===== config.mk =====
export PLATFORM = sky130hd
export DESIGN_NAME = ctxn_limit_mon
export DESIGN_NICKNAME = d
export VERILOG_FILES = /design/src/rtl/ctxn_pkg.sv /design/src/rtl/ctxn_blk_tbl.sv /design/src/rtl/ctxn_retry_esc.sv /design/src/rtl/ctxn_limit_mon.sv
export SDC_FILE = /design/constraint.sdc
export NUM_CORES = 1
export LEC_CHECK = 0
export ABC_AREA = 1
export CAP_MARGIN = 20
export CORE_ASPECT_RATIO = 2
export CORE_MARGIN = 2
export CORE_UTILIZATION = 50
export CTS_CLUSTER_SIZE = 20
export DETAILED_ROUTE_END_ITERATION = 10
export GPL_TIMING_DRIVEN = 1
export PLACE_DENSITY_LB_ADDON = 0.12
export SLEW_MARGIN = 20
export SYNTH_ARGS = -nofsm -noshare
export SYNTH_HDL_FRONTEND = slang
export SYNTH_SLANG_ARGS = --single-unit

===== constraint.sdc =====
create_clock -name clk -period 10.9 [get_ports clk]
set_clock_uncertainty 0.1 [all_clocks]
set_input_delay 2.725 -clock clk [delete_from_list [all_inputs] [get_ports clk]]
set_output_delay 2.725 -clock clk [all_outputs]
set_load 0.005 [all_outputs]

===== src/rtl/ctxn_pkg.sv =====
package ctxn_pkg;

  typedef enum logic [2:0] {
    CZ_NONE      = 3'd0,
    CZ_DATA_BLKS = 3'd1,
    CZ_INSN_CNT  = 3'd2,
    CZ_BACK_BR   = 3'd3,
    CZ_CODE_SPAN = 3'd4,
    CZ_PAGE_MIX  = 3'd5
  } cause_e;

  // Escalation level from retry count
  function automatic logic [1:0] esc_of(input int unsigned n);
    if (n >= 8)      return 2'd3;
    else if (n >= 4) return 2'd2;
    else if (n >= 2) return 2'd1;
    else             return 2'd0;
  endfunction

  // Delay mask per level
  function automatic logic [31:0] delay_mask(input logic [1:0] lvl);
    case (lvl)
      2'd0:    return 32'h0000_0000;
      2'd1:    return 32'h0000_000F;
      2'd2:    return 32'h0000_00FF;
      default: return 32'h0000_0FFF;
    endcase
  endfunction

endpackage


===== src/rtl/ctxn_blk_tbl.sv =====
module ctxn_blk_tbl #(
  parameter int TAG_W   = 27,
  parameter int ENTRIES = 4
) (
  input  logic               clk,
  input  logic               rst_n,
  input  logic               clr_i,
  input  logic               alloc_i,
  input  logic [TAG_W-1:0]   tag_i,
  output logic               hit_o,
  output logic               full_o,
  output logic [ENTRIES-1:0] vld_o
);
  logic [ENTRIES-1:0] vld_q;
  logic [ENTRIES-1:0] match;
  logic [ENTRIES-1:0] sel;
  logic [TAG_W-1:0]   tag_q [ENTRIES];

  always_comb begin
    logic found;
    found = 1'b0;
    sel   = '0;
    for (int i = 0; i < ENTRIES; i++) begin
      if (!vld_q[i] && !found) begin
        sel[i] = 1'b1;
        found  = 1'b1;
      end
    end
  end

  for (genvar e = 0; e < ENTRIES; e++) begin : g_ent
    assign match[e] = vld_q[e] && (tag_q[e] == tag_i);
    always_ff @(posedge clk) begin
      if (!rst_n)                tag_q[e] <= '0;
      else if (alloc_i && sel[e]) tag_q[e] <= tag_i;
    end
  end

  always_ff @(posedge clk) begin
    if (!rst_n)       vld_q <= '0;
    else if (clr_i)   vld_q <= '0;
    else if (alloc_i) vld_q <= vld_q | sel;
  end

  assign hit_o  = |match;
  assign full_o = &vld_q;
  assign vld_o  = vld_q;
endmodule


===== src/rtl/ctxn_retry_esc.sv =====
module ctxn_retry_esc #(
  parameter int          RETRY_W = 4,
  parameter int          LFSR_W  = 16,
  parameter logic [15:0] TAPS    = 16'hB400,
  parameter logic [15:0] SEED    = 16'hACE1
) (
  input  logic              clk,
  input  logic              rst_n,
  input  logic              inc_i,
  input  logic              clr_i,
  output logic [1:0]        level_o,
  output logic [LFSR_W-1:0] delay_o
);
  import ctxn_pkg::*;
  localparam logic [RETRY_W-1:0] RMAX = '1;

  logic [RETRY_W-1:0] retry_q;
  logic [LFSR_W-1:0]  lfsr_q;
  logic [31:0]        mask;

  always_ff @(posedge clk) begin
    if (!rst_n)                         retry_q <= '0;
    else if (clr_i)                     retry_q <= '0;
    else if (inc_i && retry_q != RMAX)  retry_q <= retry_q + 1'b1;
  end

  always_ff @(posedge clk) begin
    if (!rst_n) lfsr_q <= SEED[LFSR_W-1:0];
    else        lfsr_q <= {1'b0, lfsr_q[LFSR_W-1:1]} ^ (lfsr_q[0] ? TAPS[LFSR_W-1:0] : '0);
  end

  assign level_o = esc_of(int'(retry_q));
  assign mask    = delay_mask(level_o);
  assign delay_o = lfsr_q & mask[LFSR_W-1:0];
endmodule


===== src/rtl/ctxn_limit_mon.sv =====
module ctxn_limit_mon #(
  parameter int ADDR_W     = 32,
  parameter int MAX_BLOCKS = 4,
  parameter int MAX_INSNS  = 32,
  parameter int CODE_BYTES = 256,
  parameter int BLK_BYTES  = 32,
  parameter int PAGE_BYTES = 4096,
  parameter int RETRY_W    = 4,
  parameter int LFSR_W     = 16
) (
  input  logic              clk,
  input  logic              rst_n,
  input  logic              begin_i,
  input  logic [ADDR_W-1:0] begin_pc_i,
  input  logic              ret_valid_i,
  input  logic [ADDR_W-1:0] ret_pc_i,
  input  logic              ret_taken_i,
  input  logic [ADDR_W-1:0] ret_target_i,
  input  logic              mem_valid_i,
  input  logic [ADDR_W-1:0] mem_addr_i,
  input  logic              end_i,
  input  logic              abort_i,
  output logic              viol_o,
  output logic [2:0]        viol_cause_o,
  output logic              restart_o,
  output logic [ADDR_W-1:0] restart_pc_o,
  output logic [1:0]        esc_level_o,
  output logic [LFSR_W-1:0] delay_o
);
  import ctxn_pkg::*;

  localparam int BLK_SH = $clog2(BLK_BYTES);
  localparam int PG_SH  = $clog2(PAGE_BYTES);
  localparam int TAG_W  = ADDR_W - BLK_SH;
  localparam int CNT_W  = $clog2(MAX_INSNS + 1);

  function automatic logic [ADDR_W-PG_SH-1:0] page_of(input logic [ADDR_W-1:0] a);
    return a[ADDR_W-1:PG_SH];
  endfunction

  function automatic logic span_exceeded(input logic [ADDR_W-1:0] pc, input logic [ADDR_W-1:0] base);
    logic [ADDR_W-1:0] off;
    off = pc - base;
    return off >= ADDR_W'(CODE_BYTES);
  endfunction

  function automatic logic in_code_page(input logic [ADDR_W-1:0] a, input logic [ADDR_W-1:0] base);
    logic [ADDR_W-1:0] last;
    last = base + ADDR_W'(CODE_BYTES - 1);
    return (page_of(a) == page_of(base)) || (page_of(a) == page_of(last));
  endfunction

  logic              active_q;
  logic [ADDR_W-1:0] bpc_q;
  logic [CNT_W-1:0]  icnt_q;

  // Named internal events
  logic ret_ev, mem_ev;
  logic c_blk, c_cnt, c_bwd, c_code, c_page;
  logic any_viol, abort_ev, done_ev, blk_alloc, trk_clr;
  logic blk_hit, blk_full;
  logic [MAX_BLOCKS-1:0] blk_vld;
  cause_e cause_n;

  assign ret_ev = active_q && ret_valid_i && !begin_i;
  assign mem_ev = active_q && mem_valid_i && !begin_i;

  assign c_blk  = mem_ev && !blk_hit && blk_full;
  assign c_cnt  = ret_ev && (icnt_q == CNT_W'(MAX_INSNS));
  assign c_bwd  = ret_ev && ret_taken_i && (ret_target_i < ret_pc_i);
  assign c_code = ret_ev && span_exceeded(ret_pc_i, bpc_q);
  assign c_page = mem_ev && in_code_page(mem_addr_i, bpc_q);

  assign any_viol  = c_blk || c_cnt || c_bwd || c_code || c_page;
  assign abort_ev  = active_q && abort_i && !begin_i && !any_viol;
  assign done_ev   = active_q && end_i && !begin_i && !any_viol && !abort_i;
  assign blk_alloc = mem_ev && !blk_hit && !blk_full;
  assign trk_clr   = begin_i || any_viol || abort_ev || done_ev;

  always_comb begin
    if (c_blk)       cause_n = CZ_DATA_BLKS;
    else if (c_cnt)  cause_n = CZ_INSN_CNT;
    else if (c_bwd)  cause_n = CZ_BACK_BR;
    else if (c_code) cause_n = CZ_CODE_SPAN;
    else if (c_page) cause_n = CZ_PAGE_MIX;
    else             cause_n = CZ_NONE;
  end

  always_ff @(posedge clk) begin
    if (!rst_n) begin
      active_q     <= 1'b0;
      bpc_q        <= '0;
      icnt_q       <= '0;
      viol_o       <= 1'b0;
      viol_cause_o <= 3'd0;
      restart_o    <= 1'b0;
    end else begin
      viol_o       <= any_viol;
      viol_cause_o <= any_viol ? cause_n : 3'd0;
      restart_o    <= abort_ev;
      if (begin_i) begin
        active_q <= 1'b1;
        bpc_q    <= begin_pc_i;
        icnt_q   <= '0;
      end else begin
        if (any_viol || abort_ev || done_ev) active_q <= 1'b0;
        if (ret_ev && !any_viol)             icnt_q   <= icnt_q + 1'b1;
      end
    end
  end

  assign restart_pc_o = bpc_q;

  ctxn_blk_tbl #(.TAG_W(TAG_W), .ENTRIES(MAX_BLOCKS)) blk_i (
    .clk    (clk),
    .rst_n  (rst_n),
    .clr_i  (trk_clr),
    .alloc_i(blk_alloc),
    .tag_i  (mem_addr_i[ADDR_W-1:BLK_SH]),
    .hit_o  (blk_hit),
    .full_o (blk_full),
    .vld_o  (blk_vld)
  );

  ctxn_retry_esc #(.RETRY_W(RETRY_W), .LFSR_W(LFSR_W)) esc_i (
    .clk    (clk),
    .rst_n  (rst_n),
    .inc_i  (abort_ev),
    .clr_i  (done_ev || any_viol),
    .level_o(esc_level_o),
    .delay_o(delay_o)
  );
endmodule


==> results.tsv <==
metric	value	unit
status	completed	
switching share of total power	29.4	%
Via density	5.08	
DRC Markers	0	
count of final hold-check violations	0	
crit path DAT	5.96	ns
kind of critical path	input pin to flip-flop	
Final ANT Viol Nets	0	
routability cong.	0.956	
crit path max fanout	6	
Synth warnings	0	
Initial Util	50.4	%
Lkg Pwr	7.24	nW
register area	4600	um2
register share of total power	42.3	%
Max Root-Sink Buffers	2	
largest net degree at the start of global routing	56	
WL per Instance	15.6	um
worst endpoint required time	11.17	ns
crit-path max cell delay	0.40	ns
clock buffer count from CTS	17	
CP bufs+invs	4	
worst hold path type	flip-flop to flip-flop	
Fmax achieved	176	MHz
final setup fails	0	
CTS tree	yes	
clock slew at reported path FFs	0.07	ns
initial antenna violation count	0	
Startpoint Class	input pin	
Post-Synthesis Cell Area	12500	um2
Synth Flop Type	edfxtp_1	
Netlist cell types	46	
Synth Area per Inst	6.85	um2
NetSw	0.521	mW
die area	26400	um2
Slew @ Worst Pin	0.863	ns
headroom to the max-slew limit	42.4	%
Worst R2R Start	restart_pc_o[0]	
nets	2208	
WL final	36600	um
Vias	11900	
global-route wire length before repair	57400	um
Worst path top cell family by delay	simple AND/OR/NAND/NOR gates	
Fillers	2357	
number of setup buffers added after CTS	0	
asr flop ratio synth	0	%
Post-Place Setup Slack	4.78	ns
Worst R2R End	blk_i.vld_o[3]	
Min-Delay Endpoint	esc_i.lfsr_q[11]	
HP Start	esc_i.lfsr_q[12]	
post-CTS resize count	0	
Pwr Density	116	nW/um2
hold-critical path depth	1	
reg2reg setup slack	7.47	ns
gr usage total	28.0	%
crit path time final	5.69	ns
clock root cell	clkbuf_16	
CTS Hold Bufs	0	
Sink Count	176	
Critical-path top delay cell	clkdlybuf4s50_1	
#FFs+latches synth	176	
Core Area	24800	um2
gr ovfl total	0	
antenna cells	0	
Pwr Total	1.78	mW
Worst Reg2Reg Path Length in Cells	22	
Clock power frac	36.1	%
Final TNS setup	0	ns
DP HPWL	28500	um
Port-buffer cells	181	
Crit. End Element	flip-flop	
Ports	191	
DIE WIDTH	116	um
Pint	1.25	mW
final setup margin	5.21	ns
most common cell after layout, fill and taps aside	nand2_1	
Synth Instances	1828	
Slew Viols, Final	0	
vias in the first global route	11200	
clk_lat worst skew	0.44	ns
DR iter-0 viols	1060	
RSZ-0062 raised after global routing	false	
FP Rows	82	
layout cells sized above 1	5.60	%
critical-path cell list	clkdlybuf4s50_1, inv_1, ha_1, inv_1, fa_1, nand3_1, nand3_1, nand2_1, nand2_1, nand2_1, nand2_1, nand2_1, nand2_1, nand2_1, nand3_1, nor2_1, nand2_1, nor2_1, nand2_1, nand2_2, nand3_4, inv_2, nand4_1, a21oi_1	
commonest non-fill, non-tap cells in the layout	nand2_1 (519), inv_1 (319), nor2_1 (252)	
Seq/Total Area, Yosys	36.8	%
P&R area growth vs syn	21.9	%
area of the multi-input gates	6510	um2
crit-path most repeated cell	nand2_1	
combinational fraction of design power	21.6	%
maxcap violations	0	
period utilization	52.2	%
number of flops mapped to enable cells by yosys	108	
die height	228	um
First-pass DRT Iterations	5	
peak supply drop	0.107	mV
CTS HTree Levels	4	
==> cell families (layout without fill, tap and decap cells) <==
| group | count (synthesis) | in the layout | synth area share [%] |
|---|---|---|---|
| flops | 176 | 176 | 36.8 |
| compound gates | 155 | 155 | 6.67 |
| other cells | 1 | 4 | 0.0299 |
| fa+ha+maj | 68 | 68 | 6.85 |
| buf+inv | 374 | 560 | 11.4 |
| simple gates | 1001 | 1001 | 34.5 |
| xor+xnor | 53 | 53 | 3.71 |
==> power by group through the flow <==
stage | registers, mW | logic [mW] | clock network (mW)
after floorplan | 0.762 | 0.235 | 0
after global placement | 0.766 | 0.375 | 0
after detailed placement | 0.767 | 0.380 | 0
after CTS | 0.752 | 0.382 | 0.643
after global routing | 0.756 | 0.432 | 0.668
final | 0.752 | 0.383 | 0.641
==> flip-flops by register name (all words and copies together) (netlist names) <==
register       flops
blk_i.vld_o        4
restart_pc_o      32
esc_i.lfsr_q      16
viol_o             1
active_q           1
restart_o          1
blk_i.tag_q      108
icnt_q             6
esc_i.retry_q      4
viol_cause_o       3
==> metal layers <==
layer | GRT usage [%] | share of wire, %
met5 | 0 | 0
met2 | 44.0 | 46
met4 | 10.2 | 3.2
met1 | 38.3 | 43
met3 | 5.21 | 8.0
==> cell type report <==
type                    instances  share of cell area [%]
flip-flops and latches        176                    30.1
repair buffers                187                    12.2
multi-input cells            1281                    42.6
well taps                     336                    2.75
inverters                     341                    8.38
clock buffers                  20                    2.92
clock inverters                12                    1.02
==> worst max-delay path by stage <==
stage | startpoint | to | slack, ns | cells after the start
final | ret_pc_i[0] | blk_i.vld_o[3] | 5.21 | 24
after global routing | ret_pc_i[0] | blk_i.vld_o[1] | 4.96 | 24
after CTS | ret_pc_i[0] | blk_i.vld_o[1] | 5.22 | 24
after detailed placement | ret_pc_i[0] | blk_i.vld_o[1] | 4.78 | 24
after global placement | mem_addr_i[17] | blk_i.tag_q[0][2] | 4.50 | 14
after floorplan | mem_addr_i[29] | blk_i.tag_q[0][27] | 4.41 | 16
==> through the flow <==
step | utilization, % | hold WS (ns) | cells | area, um2
6_report | 61.5 | 0.317 | 2353 | 15300
3_3_place_gp | 59.0 | 0.298 | 2320 | 14700
5_1_grt | 61.5 | 0.345 | 2353 | 15300
3_5_place_dp | 59.1 | 0.308 | 2321 | 14700
2_1_floorplan | - | 0.290 | 1831 | 12500
4_1_cts | 61.5 | 0.320 | 2353 | 15300
==> synthesized netlist by cell type, types with 4 or more instances <==
cell	instances	share of area, %
a21oi_1	49	2.0
buf_2	10	0.40
buf_4	4	0.24
clkbuf_1	18	0.54
clkinv_1	4	0.12
dfxtp_1	68	11
edfxtp_1	108	26
ha_1	67	6.7
inv_1	319	9.6
inv_2	18	0.54
nand2_1	519	16
nand2_2	14	0.70
nand3_1	96	3.8
nand3_2	6	0.48
nand3b_1	6	0.36
nand4_1	46	2.3
nor2_1	252	7.6
nor2_2	9	0.45
nor2_4	7	0.63
nor3_1	17	0.68
nor3_2	4	0.32
nor4_1	5	0.25
o211ai_1	5	0.30
o21ai_0	81	3.2
o21ai_1	7	0.28
o21bai_1	4	0.24
or2_2	9	0.45
xnor2_1	30	2.1
xor2_1	23	1.6
==> worst register-to-register path, stage by stage (launching register included) <==
cell and delay [ns]:
dfxtp_1 0.44, ha_1 0.19, inv_1 0.08, fa_1 0.40, nand3_1 0.10, nand3_1 0.13
nand2_1 0.09, nand2_1 0.13, nand2_1 0.11, nand2_1 0.07, nand2_1 0.11, nand2_1 0.06
nand2_1 0.07, nand3_1 0.07, nor2_1 0.08, nand2_1 0.08, nor2_1 0.16, nand2_1 0.10
nand2_2 0.10, nand3_4 0.14, inv_2 0.10, nand4_1 0.24, a21oi_1 0.21
Power figures use the tool's default switching activity.
